File: src/rtl/dfz_pkg.sv
package dfz_pkg;

   typedef enum logic [1:0] {
      ST_IDLE = 2'd0,
      ST_SUM  = 2'd1,
      ST_DIV  = 2'd2
   } dfz_state_t;

   function automatic int unsigned dfz_log2up(input int unsigned v);
      int unsigned r;
      r = 0;
      while ((1 << r) < v) r++;
      return r;
   endfunction

endpackage

File: src/rtl/dfz_mac.sv
module dfz_mac #(
   parameter int N_PAIRS = 4,
   parameter int VAL_W   = 8,
   parameter int NUM_W   = 18,
   parameter int DEN_W   = 10
) (
   input  logic [N_PAIRS*VAL_W-1:0] grades,
   input  logic [N_PAIRS*VAL_W-1:0] peaks,
   output logic [NUM_W-1:0]         num_sum,
   output logic [DEN_W-1:0]         den_sum
);
   logic [NUM_W-1:0] prod [N_PAIRS];
   logic [DEN_W-1:0] wgt  [N_PAIRS];

   for (genvar i = 0; i < N_PAIRS; i++) begin : g_pair
      assign prod[i] = NUM_W'(grades[i*VAL_W +: VAL_W]) * NUM_W'(peaks[i*VAL_W +: VAL_W]);
      assign wgt[i]  = DEN_W'(grades[i*VAL_W +: VAL_W]);
   end

   always_comb begin
      num_sum = '0;
      den_sum = '0;
      for (int k = 0; k < N_PAIRS; k++) begin
         num_sum = num_sum + prod[k];
         den_sum = den_sum + wgt[k];
      end
   end
endmodule

File: src/rtl/dfz_divider.sv
module dfz_divider #(
   parameter int NUM_W = 18,
   parameter int DEN_W = 10,
   parameter int Q_W   = 8
) (
   input  logic             clk,
   input  logic             rst,
   input  logic             ce,
   input  logic             load,
   input  logic [NUM_W-1:0] dividend,
   input  logic [DEN_W-1:0] divisor,
   output logic             fin_o,
   output logic [Q_W-1:0]   quot_nxt_o
);
   import dfz_pkg::*;

   localparam int CW = (NUM_W > 1) ? dfz_log2up(NUM_W) : 1;
   localparam logic [CW-1:0] LAST = CW'(NUM_W - 1);

   logic [NUM_W-1:0] quo_q;
   logic [DEN_W-1:0] rem_q;
   logic [DEN_W-1:0] dvs_q;
   logic [CW-1:0]    cnt_q;
   logic             run_q;

   logic [DEN_W:0]   shifted;
   logic [DEN_W:0]   diff;
   logic             ge;
   logic [DEN_W-1:0] rem_nxt;
   logic [NUM_W-1:0] quo_nxt;

   always_comb begin
      shifted = {rem_q, quo_q[NUM_W-1]};
      diff    = shifted - {1'b0, dvs_q};
      ge      = (shifted >= {1'b0, dvs_q});
      rem_nxt = ge ? diff[DEN_W-1:0] : shifted[DEN_W-1:0];
      quo_nxt = {quo_q[NUM_W-2:0], ge};
   end

   assign fin_o      = run_q && ce && (cnt_q == LAST);
   assign quot_nxt_o = quo_nxt[Q_W-1:0];

   always_ff @(posedge clk) begin
      if (rst) begin
         quo_q <= '0;
         rem_q <= '0;
         dvs_q <= '0;
         cnt_q <= '0;
         run_q <= 1'b0;
      end else if (ce) begin
         if (load) begin
            quo_q <= dividend;
            rem_q <= '0;
            dvs_q <= divisor;
            cnt_q <= '0;
            run_q <= 1'b1;
         end else if (run_q) begin
            quo_q <= quo_nxt;
            rem_q <= rem_nxt;
            cnt_q <= cnt_q + 1'b1;
            if (cnt_q == LAST) run_q <= 1'b0;
         end
      end
   end
endmodule

File: src/rtl/dfz_ctrl.sv
module dfz_ctrl (
   input  logic clk,
   input  logic rst,
   input  logic ce,
   input  logic start,
   input  logic empty_i,
   input  logic div_fin_i,
   output logic latch_o,
   output logic sum_o,
   output logic div_load_o,
   output logic empty_fin_o,
   output logic busy_o
);
   import dfz_pkg::*;

   dfz_state_t st_q, st_d;

   always_comb begin
      st_d        = st_q;
      latch_o     = 1'b0;
      sum_o       = 1'b0;
      div_load_o  = 1'b0;
      empty_fin_o = 1'b0;
      if (ce) begin
         unique case (st_q)
            ST_IDLE: if (start) begin
               latch_o = 1'b1;
               st_d    = ST_SUM;
            end
            ST_SUM: begin
               sum_o = 1'b1;
               if (empty_i) begin
                  empty_fin_o = 1'b1;
                  st_d        = ST_IDLE;
               end else begin
                  div_load_o = 1'b1;
                  st_d       = ST_DIV;
               end
            end
            ST_DIV: if (div_fin_i) st_d = ST_IDLE;
            default: st_d = ST_IDLE;
         endcase
      end
   end

   assign busy_o = (st_q != ST_IDLE);

   always_ff @(posedge clk) begin
      if (rst) st_q <= ST_IDLE;
      else     st_q <= st_d;
   end
endmodule

File: src/rtl/crisp_height_defuzz.sv
module crisp_height_defuzz #(
   parameter int               N_PAIRS   = 4,
   parameter int               VAL_W     = 8,
   parameter logic [VAL_W-1:0] ZERO_CODE = 8'h80
) (
   input  logic                         clk,
   input  logic                         rst,
   input  logic                         ce,
   input  logic                         start,
   input  logic [N_PAIRS*VAL_W-1:0]     grade_i,
   input  logic [N_PAIRS*VAL_W-1:0]     peak_i,
   output logic                         busy_o,
   output logic                         done_o,
   output logic [VAL_W-1:0]             crisp_o,
   output logic [2*VAL_W+dfz_pkg::dfz_log2up(N_PAIRS)-1:0] num_o,
   output logic [VAL_W+dfz_pkg::dfz_log2up(N_PAIRS)-1:0]   den_o
);
   import dfz_pkg::*;

   localparam int SUM_X = dfz_log2up(N_PAIRS);
   localparam int NUM_W = 2*VAL_W + SUM_X;
   localparam int DEN_W = VAL_W + SUM_X;

   if (N_PAIRS < 1) begin : g_bad_pairs
      $error("N_PAIRS must be at least 1");
   end
   if (VAL_W < 2) begin : g_bad_width
      $error("VAL_W must be at least 2");
   end

   logic [N_PAIRS*VAL_W-1:0] grade_q, peak_q;
   logic [NUM_W-1:0]         num_c, num_q;
   logic [DEN_W-1:0]         den_c, den_q;
   logic [VAL_W-1:0]         crisp_q;
   logic                     done_q;
   logic                     latch, sum_en, div_load, empty_fin, div_fin;
   logic [VAL_W-1:0]         quot_nxt;

   dfz_mac #(.N_PAIRS(N_PAIRS), .VAL_W(VAL_W), .NUM_W(NUM_W), .DEN_W(DEN_W)) u_mac (
      .grades  (grade_q),
      .peaks   (peak_q),
      .num_sum (num_c),
      .den_sum (den_c)
   );

   dfz_ctrl u_ctrl (
      .clk         (clk),
      .rst         (rst),
      .ce          (ce),
      .start       (start),
      .empty_i     (den_c == '0),
      .div_fin_i   (div_fin),
      .latch_o     (latch),
      .sum_o       (sum_en),
      .div_load_o  (div_load),
      .empty_fin_o (empty_fin),
      .busy_o      (busy_o)
   );

   dfz_divider #(.NUM_W(NUM_W), .DEN_W(DEN_W), .Q_W(VAL_W)) u_div (
      .clk        (clk),
      .rst        (rst),
      .ce         (ce),
      .load       (div_load),
      .dividend   (num_c),
      .divisor    (den_c),
      .fin_o      (div_fin),
      .quot_nxt_o (quot_nxt)
   );

   always_ff @(posedge clk) begin
      if (rst) begin
         grade_q <= '0;
         peak_q  <= '0;
         num_q   <= '0;
         den_q   <= '0;
         crisp_q <= '0;
         done_q  <= 1'b0;
      end else if (ce) begin
         if (latch) begin
            grade_q <= grade_i;
            peak_q  <= peak_i;
         end
         if (sum_en) begin
            num_q <= num_c;
            den_q <= den_c;
         end
         if (empty_fin)    crisp_q <= ZERO_CODE;
         else if (div_fin) crisp_q <= quot_nxt;
         done_q <= empty_fin | div_fin;
      end
   end

   assign done_o  = done_q;
   assign crisp_o = crisp_q;
   assign num_o   = num_q;
   assign den_o   = den_q;
endmodule

File: config.mk
export PLATFORM = sky130hd
export DESIGN_NAME = crisp_height_defuzz
export DESIGN_NICKNAME = d
export VERILOG_FILES = /design/src/rtl/dfz_pkg.sv /design/src/rtl/dfz_mac.sv /design/src/rtl/dfz_divider.sv /design/src/rtl/dfz_ctrl.sv /design/src/rtl/crisp_height_defuzz.sv
export SDC_FILE = /design/constraint.sdc
export NUM_CORES = 1
export LEC_CHECK = 0
export BUFFER_PORTS_ARGS = -buffer_cell sky130_fd_sc_hd__buf_2
export CAP_MARGIN = 20
export CORE_MARGIN = 4
export CORE_UTILIZATION = 55
export DETAILED_ROUTE_END_ITERATION = 10
export HOLD_SLACK_MARGIN = 0.02
export PLACE_DENSITY = 0.77
export SETUP_SLACK_MARGIN = 0.5
export SLEW_MARGIN = 15
export SYNTH_ARGS = -nofsm -noshare
export SYNTH_HDL_FRONTEND = slang
export SYNTH_HIERARCHICAL = 1
export SYNTH_SLANG_ARGS = --single-unit
export TNS_END_PERCENT = 50
File: constraint.sdc
create_clock -name clk -period 5.71 [get_ports clk]
set_clock_uncertainty 0.15 [all_clocks]
set_input_delay 0.8565 -clock clk [delete_from_list [all_inputs] [get_ports clk]]
set_output_delay 0.8565 -clock clk [all_outputs]
set_load 0.01 [all_outputs]
==> Word level (Yosys, flattened, before mapping) <==
Index checks and enable logic that the tools add are counted.
{ "op_classes": {"addsub": 8, "n_mul": 4, "n_lt_le_gt_ge": 1, "n_eq_ne": 5, "muxes": 27, "n_bitwise": 1, "n_reduce_logical": 13} }
{ "op_table": {"columns": ["cell", "n"], "rows": [
  ["8-bit by 8-bit multiplier with 16-bit output", 4],
  ["18-bit by 16-bit adder with 18-bit output", 2],
  ["18-bit 2-to-1 mux", 2],
  ["10-bit 2-to-1 mux", 3],
  ["10-bit by 8-bit adder with 10-bit output", 2],
  ["16-bit by 16-bit adder with 17-bit output", 1],
  ["8-bit 2-to-1 mux", 2],
  ["1-bit 2-to-1 mux", 14],
  ["11-bit by 10-bit greater-or-equal comparator with 1-bit output", 1],
  ["10-bit logical NOT", 1],
  ["5-bit 2-to-1 mux", 2],
  ["2-bit AND reduction", 5],
  ["10-bit subtractor", 1],
  ["8-bit by 8-bit adder with 9-bit output", 1],
  ["2-bit 2-to-1 mux", 3],
  ["2-bit one-hot mux with 3 select lines", 1],
  ["2-bit nonzero test", 3],
  ["5-bit by 1-bit adder with 5-bit output, second input constant", 1],
  ["5-bit equality test, second input constant", 1],
  ["2-bit inequality test, second input constant", 2],
  ["3-bit AND reduction", 1],
  ["2-bit by 1-bit equality test with 1-bit output, second input constant", 1],
  ["2-bit equality test, second input constant", 1],
  ["1-bit logical AND", 2],
  ["2 further kinds", 2]
]} }
{ "word_totals": {"register_bits": 147, "inputBits": 68, "wordCells": 71} }

==> Longest topological paths before layout <==
Gate-level depths: netlist of run 1.
{ "logic_depth": {"ltp_word": 9, "ltp_mapped": 26, "mapped_depth_nobuf": 26} }

==> Modules after synthesis <==
Netlist of run 1, hierarchy kept.
{ "by_module_without_submodules": {"columns": ["module", "n_inst", "cells_each", "area_per_inst_um2", "seq_area_each_um2"], "rows": [
  ["dfz_mac", 1, 1052, 9755.6, 0.0],
  ["crisp_height_defuzz", 1, 462, 4393.0, 2021.9],
  ["dfz_divider", 1, 302, 2469.9, 880.8],
  ["dfz_ctrl", 1, 14, 128.9, 40.0]
]} }

==> Least setup slack after synthesis of run 1 <==
Ideal clock, no wire load.
{ "synth_timing": {"path_type": "register -> register", "startpoint": "register grade_q[4]", "endpoint": "register u_div.quo_q[15]", "arrival_time_ps": 6086, "required_time_ps": 5474, "path_slack_ps": -611, "path_stages_with_launch": 22, "synth_period_minus_slack_ps": 6321, "path_cell_list": "dfxtp_1 and2_1 fa_1 fa_1 fa_1 inv_1 fa_1 inv_1 fa_1 fa_1 fa_1 inv_1 fa_1 inv_1 ha_1 o211ai_2 or2_1 o311ai_2 xnor2_1 nand2b_1 o31ai_1 a211oi_1"} }
{ "synth_via": {"elab_cells_between_ends": 14} }
{ "synth_rtl": {"columns": ["item", "line_no", "source"], "rows": [
  ["from (decl)", "crisp_height_defuzz.sv:31", "logic [N_PAIRS*VAL_W-1:0] grade_q, peak_q;"],
  ["from (signal assigned)", "crisp_height_defuzz.sv:81", "grade_q <= grade_i;"],
  ["8-bit by 8-bit multiplier with 16-bit output", "dfz_mac.sv:16", "assign prod[i] = NUM_W'(grades[i*VAL_W +: VAL_W]) * NUM_W'(peaks[i*VAL_W +: VAL_W]);"],
  ["16-bit by 16-bit adder with 17-bit output", "dfz_mac.sv:24", "num_sum = num_sum + prod[k];"],
  ["18-bit by 16-bit adder with 18-bit output (2 in a row)", "dfz_mac.sv:24", null],
  ["named net num_c[15]", "crisp_height_defuzz.sv:32", "logic [NUM_W-1:0] num_c, num_q;"],
  ["18-bit 2-to-1 mux", "dfz_divider.sv:51", "if (load) begin"],
  ["to (signal assigned)", "dfz_divider.sv:52", "quo_q <= dividend;"],
  ["to (signal assigned)", "dfz_divider.sv:58", "quo_q <= quo_nxt;"],
  ["to (decl)", "dfz_divider.sv:20", "logic [NUM_W-1:0] quo_q;"]
]} }
The timed path passes the listed nets, and every way through them passes these cells.
A chain may end at the register's enable or synchronous reset.

==> Final worst setup path of run 1 <==
{ "layout_timing": {"startpoint": "register grade_q[21]", "endpoint": "register u_div.quo_q[15]"} }
{ "layout_via": {"elab_cells_between_ends": 12} }
{ "layout_rtl": {"columns": ["item", "line_no"], "rows": [
  ["8-bit by 8-bit multiplier with 16-bit output", "dfz_mac.sv:16"],
  ["18-bit by 16-bit adder with 18-bit output (2 in a row)", "dfz_mac.sv:24"],
  ["named net num_c[15]", "crisp_height_defuzz.sv:32"],
  ["18-bit 2-to-1 mux", "dfz_divider.sv:51"]
]} }
The timed path passes the listed nets, and every way through them passes these cells.

==> impl_metrics.ini, run 1 <==
[floorplan]
pin_count = 106
dieArea_um2 = 33310
dieHeight_um = 182.5
start_util_pct = 56.06
std_cell_rows = 63
core_area_um2 = 29870
chipWidth_um = 182.5

[setup_path]
crit_path_start = grade_q[21]
rrSetupSlack_ns = -0.97
reg2reg_to = u_div/quo_q[15]
crit_required_ns = 5.92
cp-end-kind = flip-flop
r2r-start = grade_q[21]
cp.arrival_ns = 6.89
r2r_cells = 21
setup.worst_path.start_class = flip-flop
critical_path_class = flip-flop to flip-flop
crit_fanout = 7

[sta]
drv_slew = 0
setup_ws_ns = -0.9695
finalHoldViolCount = 0
slew_headroom_pct = 31.43
fmaxAchievable_mhz = 149.7
setup_viol = 28
finalCriticalPeriod_ns = 6.680
grt_setup_unrepaired = yes
tightest_slew_ns = 1.029
post-route-period-util_pct = 117.0

[place]
dpl_worst_slack_ns = -0.8481
dpl_cell_area_um2 = 18600
dp_hpwl_um = 35470
io_buffers = 105
place_congestion = 0.8930

[synth]
async_flop_share_pct = 0
synth_edf_count = 0
synth_nets = 2289
synth_top_area_share_pct = 28.81
synth.avg_cell_area_um2 = 9.152
synth_cell_types = 64
yosysTopAreaCell = fa_1
yosys_register_bits = 147
syn_area_um2 = 16750
yosysSeqAreaShare_pct = 17.57
syn_inst = 1830
synth.top_cells.by_area = fa_1, dfxtp_1, ha_1, inv_1, and2_1
synthFlopType = dfxtp_1
ys_warn_count = 6

[drt]
wire_per_inst_um = 19.08
viasPerCell = 5.603
vias = 13590
drt_iter0_markers = 985
firstDrtPassIters = 6
drc = 0
totalWireLength_um = 46290
ant_nets = 0

[min_path]
holdCritStartpoint = u_div/dvs_q[1]
min_to = u_div/dvs_q[1]
min_path_type = flip-flop to flip-flop
min_path_cells = 2

[global_routing]
grt_max_degree = 116
grt_overflow = 0
grtUsageTotal_pct = 28.17
antenna_found_initial = 0
grt_pass1_wl_um = 74730
first_global_vias = 14390

[finish]
fin_nets = 2482
drive_gt1_share_pct = 28.78
area_growth_pct = 19.06
design_area_um2 = 19940
insertedDiodeCount = 0
post-route-util_pct = 66.74

[pwr]
vdd_drop_max_mv = 0.2068
p_leak_nw = 9.676
powerDensity_nw_per_um2 = 139.6

[flow_run]
drv_cap = 0

[clocking]
insertion_delay_ns = 0.45
path_clk_slew_ns = 0.08
clockRootBuffer = clkbuf_16
cts-htree-levels = 4
cts_tree = done
cts_max_path_buffers = 2
cts-buffers-inserted = 17
cts.sinks = 147

[outcome]
status = finished with violations
violations = setup timing
## cell usage in the layout (no fill, tap or decap), drive strengths merged, types with 15 or more instances in the layout
| cell type | synthesis | routed |
|---|---|---|
| nor2 | 42 | 42 |
| nand2b | 33 | 33 |
| buf | 42 | 253 |
| mux2i | 15 | 15 |
| nand3 | 97 | 97 |
| a211oi | 22 | 22 |
| a21bo | 92 | 92 |
| ha | 150 | 150 |
| fa | 241 | 241 |
| nand2 | 129 | 129 |
| a21oi | 127 | 127 |
| clkbuf | 37 | 18 |
| dfxtp | 147 | 147 |
| and2 | 176 | 176 |
| o21ai | 25 | 25 |
| inv | 331 | 341 |
| o31ai | 22 | 22 |
## through the flow
stage | setup TNS (ns) | std cells | total power, mW | hold WS [ns]
global route | -23.74 | 2426 | 2.883 | 0.3319
detailed placement | -18.53 | 2380 | 1.483 | 0.2963
CTS | -18.10 | 2415 | 2.779 | 0.3049
global placement | -16.63 | 2380 | 1.476 | 0.2921
finish | -18.30 | 2426 | 2.784 | 0.3051
floorplan | -4.807 | 1830 | 1.334 | 0.2863
## cell usage after synthesis (all sizes together) (7+ instances only)
cell type  count
inv          331
fa           241
and2         176
ha           150
dfxtp        147
nand2        129
a21oi        127
nand3         97
a21bo         92
buf           42
nor2          42
clkbuf        37
nand2b        33
o21ai         25
a211oi        22
o31ai         22
mux2i         15
xnor2         14
nor3          13
xor2          11
or3b           7
## layout make-up
type	instances	area, um^2
Inverter	332	1249
Multi-Input combinational cell	1272	12820
Clock buffer	18	450.4
Fill cell	2183	9936
Sequential cell	147	3062
Timing Repair Buffer	253	1673
Clock inverter	14	198.9
Tap cell	390	488.0
## where the power goes
part           switching (mW)  leakage [nW]  internal (mW)
clock                   0.548         0.319          0.736
combinational           0.237          8.14          0.181
sequential             0.0385          1.22           1.04
## routing by layer
layer | GRT usage (%) | wire length, um | vias up
met4 | 7.956 | 1179 | 0
li1 | - | - | 6204
met3 | 6.239 | 3564 | 102
met1 | 37.62 | 19290 | 6754
met5 | 0 | 0 | -
met2 | 46.44 | 22260 | 532
## kinds of logic after synthesis
group / share of synthesized area [%]
AOI/OAI and AO/OA: 13.82
xor gates and xnor gates: 1.307
adders and majority gates: 40.01
buffers and inverters: 9.892
DFF: 17.57
muxes: 0.8965
and+or+nand+nor: 16.50
## worst max-delay path by stage
| stage | to | slack, ns | cells past startpoint |
|---|---|---|---|
| 4_1_cts | u_div/quo_q[15] | -0.91 | 22 |
| 3_3_place_gp | u_div/quo_q[13] | -0.77 | 20 |
| 6_report | u_div/quo_q[15] | -0.97 | 21 |
| 5_1_grt | u_div/quo_q[14] | -1.15 | 23 |
| 2_1_floorplan | u_div/quo_q[15] | -0.40 | 20 |
| 3_5_place_dp | u_div/quo_q[13] | -0.85 | 22 |
## what timing repair did
item / 4_1_cts / 5_1_grt
buffers inserted: 3 / 11
hold buffers: 0 / 0
pin swaps: 38 / 57
resized for setup: 91 / 68
endpoints found under the setup margin: 40 / 61
gates cloned: 0 / 0
hold endpoints to repair: 0 / 0
## registers in the layout, summed over array words and instances (netlist names)
signal	flops
u_div/quo_q	18
done_o	1
den_o	10
u_div/run_q	1
grade_q	32
num_o	18
u_div/dvs_q	10
peak_q	32
u_ctrl/st_q	2
crisp_o	8
u_div/cnt_q	5
u_div/rem_q	10
## critical path, cell delays in order, from the launching register on
cell	delay, ns
dfxtp_4	0.39
and2_4	0.17
fa_1	0.57
inv_1	0.08
fa_1	0.49
inv_1	0.05
fa_1	0.49
fa_1	0.46
fa_2	0.60
fa_2	0.44
fa_1	0.49
inv_1	0.05
fa_1	0.52
inv_2	0.05
ha_4	0.30
nor3_2	0.08
or2_4	0.28
o311ai_4	0.32
xnor2_2	0.16
nand2b_1	0.13
o31ai_1	0.08
a211oi_1	0.23
(Power assumes the default switching activity.)
==> inputs of run 2 (changes only) <==
--- a/config.mk
+++ b/config.mk
@@ -12,8 +12,7 @@
 export DETAILED_ROUTE_END_ITERATION = 10
 export HOLD_SLACK_MARGIN = 0.02
 export PLACE_DENSITY = 0.77
-export SETUP_SLACK_MARGIN = 0.5
-export SLEW_MARGIN = 15
+export SETUP_SLACK_MARGIN = 0.15
 export SYNTH_ARGS = -nofsm -noshare
 export SYNTH_HDL_FRONTEND = slang
 export SYNTH_HIERARCHICAL = 1
==> run 2 against run 1 <==
The run still ends with setup timing left. Register-to-register slack better by 0.09 ns. Via count down 0.71%. Core utilization down 0.70 points. Global-route usage up 1.3 points. Clock-buffer cell count up 5. Hold slack better by 0.011 ns. Non-clock buffer count down 6. Routed wire length up 3.6%.
==> impl_metrics.ini, run 2 (synthesis gave the netlist of run 1 again) <==
[outcome]
status = finished with violations
violations = setup timing

[sta]
slew_headroom_pct = 42.03
drv_slew = 0
setup_viol = 28
fmaxAchievable_mhz = 151.7
post-route-period-util_pct = 115.5
grt_setup_unrepaired = yes
finalCriticalPeriod_ns = 6.594
finalHoldViolCount = 0
setup_ws_ns = -0.8838
timing.setup.tns_ns = -18.35
tightest_slew_ns = 0.8696

[min_path]
min_path_cells = 2
min_path_type = flip-flop to flip-flop
holdCritStartpoint = u_div/dvs_q[3]
min_to = u_div/dvs_q[3]

[floorplan]
pin_count = 106
start_util_pct = 56.06
chipWidth_um = 182.5
core_area_um2 = 29870
dieArea_um2 = 33310
dieHeight_um = 182.5
std_cell_rows = 63

[pwr]
p_comb_share_pct = 15.6
power_frac_clock_pct = 43.7
p_int_mw = 1.884
swShare_pct = 28.99
p_leak_nw = 9.574
vdd_drop_max_mv = 0.1788
power.total_mw = 2.653
p_switching_mw = 0.7692
powerDensity_nw_per_um2 = 134.5
seqPwrFrac_pct = 40.7

[global_routing]
grt_overflow = 0
antenna_found_initial = 0
grt_max_degree = 94
first_global_vias = 14120
grtUsageTotal_pct = 29.50
grt_pass1_wl_um = 76140

[finish]
fin_cells = 2421
area_growth_pct = 17.82
layout_commonest_cell = inv_1
fin_nets = 2476
layout_common_cells = inv_1, fa_1, and2_1, ha_1, buf_4
fillers = 2331
reg_top3 = grade_q (32), peak_q (32)
drive_gt1_share_pct = 26.80

[place]
io_buffers = 105
dp_hpwl_um = 38080
place_congestion = 1.018
dpl.cell_count = 2380

[clocking]
cts_tree = done
cts-htree-levels = 4
path_clk_slew_ns = 0.07
cts_max_path_buffers = 2
clockRootBuffer = clkbuf_16
cts-buffers-inserted = 17
cts.sinks = 147
insertion_delay_ns = 0.46
ctsHoldBuffers = 0

[drt]
viasPerCell = 5.574
firstDrtPassIters = 5
drt_iter0_markers = 1144
totalWireLength_um = 47970
vias = 13500
ant_nets = 0
drc = 0
wire_per_inst_um = 19.81

[setup_path]
crit_fanout = 8
cp.arrival_ns = 6.81
critPathTopFamily = adder cells
setup.worst_path.start_class = flip-flop
r2r_cells = 20
cp-end-kind = flip-flop
critical_path_class = flip-flop to flip-flop
r2r-start = peak_q[14]
path_buf_inv = 2
cpMaxStageDelayCell = fa_2
crit_required_ns = 5.93
cp_common_cell = fa_1
worstPathCellList = and2_1 > fa_1 > fa_1 > fa_1 > fa_2 > fa_2 > fa_2 > fa_1 > inv_1 > fa_1 > inv_2 > ha_4 > a21oi_2 > o21ai_1 > a221oi_2 > o21ai_1 > xor2_1 > nand2b_1 > o31ai_1 > a211oi_1
cp_slowest_stage_delay_ns = 0.64
rrSetupSlack_ns = -0.88
reg2reg_to = u_div/quo_q[16]

[flow_run]
drv_cap = 0
==> run 2: changes by cell type in the layout (fill, tap and decap cells not counted), moves of 7 or more <==
cell / before / now
a21oi_2: 16 / 9
inv_2: 16 / 8
dfxtp_2: 32 / 25
inv_1: 314 / 322
a21oi_1: 109 / 116
buf_4: 144 / 131
==> run 2: power by group through the flow <==
stage                     sequential [mW]  combinational, mW  clock (mW)
after floorplan                      1.10              0.235           0
after global placement               1.11              0.378           0
after detailed placement             1.11              0.384           0
after CTS                            1.08              0.398        1.18
after global routing                 1.08              0.448        1.22
final                                1.08              0.413        1.16
==> run 2: how the worst max path moves through the flow <==
stage	from	endpoint	slack (ns)	depth (start not counted)
after floorplan	grade_q[20]	u_div/quo_q[15]	-0.40	20
final	peak_q[14]	u_div/quo_q[16]	-0.88	20
after global routing	grade_q[2]	u_div/quo_q[14]	-1.13	25
after global placement	peak_q[13]	u_div/quo_q[17]	-0.93	23
after detailed placement	peak_q[13]	u_div/quo_q[17]	-0.98	20
after CTS	grade_q[21]	u_div/quo_q[11]	-0.86	20
==> run 2: area by class of cell <==
type                    count  area, um^2  area share [%]
clock inverters             9       92.59          0.4692
flip-flops and latches    147        3064           15.53
multi-input cells        1272       12650           64.10
diodes                      1       2.502         0.01268
clock buffers              23       499.2           2.530
repair buffers            247        1689           8.561
well taps                 390       488.0           2.473
inverters                 332        1249           6.328
==> run 2: worst reg2reg max path, delay by kind of cell (launching register included) <==
kind | cells | cell delay (ns)
DFF | 1 | 0.38
buffers and inverters | 2 | 0.11
and+or+nand+nor | 2 | 0.32
adders and majority gates | 9 | 4.46
xor gates and xnor gates | 1 | 0.27
AOI/OAI and AO/OA | 6 | 0.84
==> run 2: layer usage <==
layer	vias up	part of all wire (%)	GRT usage, %
met3	108	6.5	6.219
met1	6698	41	38.40
met2	487	48	48.11
met4	0	4.3	12.13
met5	-	0	0
li1	6202	-	-
==> run 2: timing repair <==
item,CTS,global route
setup endpoints to repair,28,39
gates cloned,0,0
setup buffers,3,4
pin swaps,21,25
gates resized for setup,64,66
==> run 2: per-stage QoR <==
stage          setup slack [ns]  util, %  hold WS (ns)  instance area, um^2
2_1_floorplan           -0.4047        -        0.2863                16960
3_3_place_gp            -0.9322    62.37        0.2924                18630
5_1_grt                  -1.128    66.04        0.3281                19730
6_report                -0.8838    66.05        0.3161                19730
4_1_cts                 -0.8617    65.16        0.3152                19470
3_5_place_dp            -0.9778    62.37        0.3019                18630
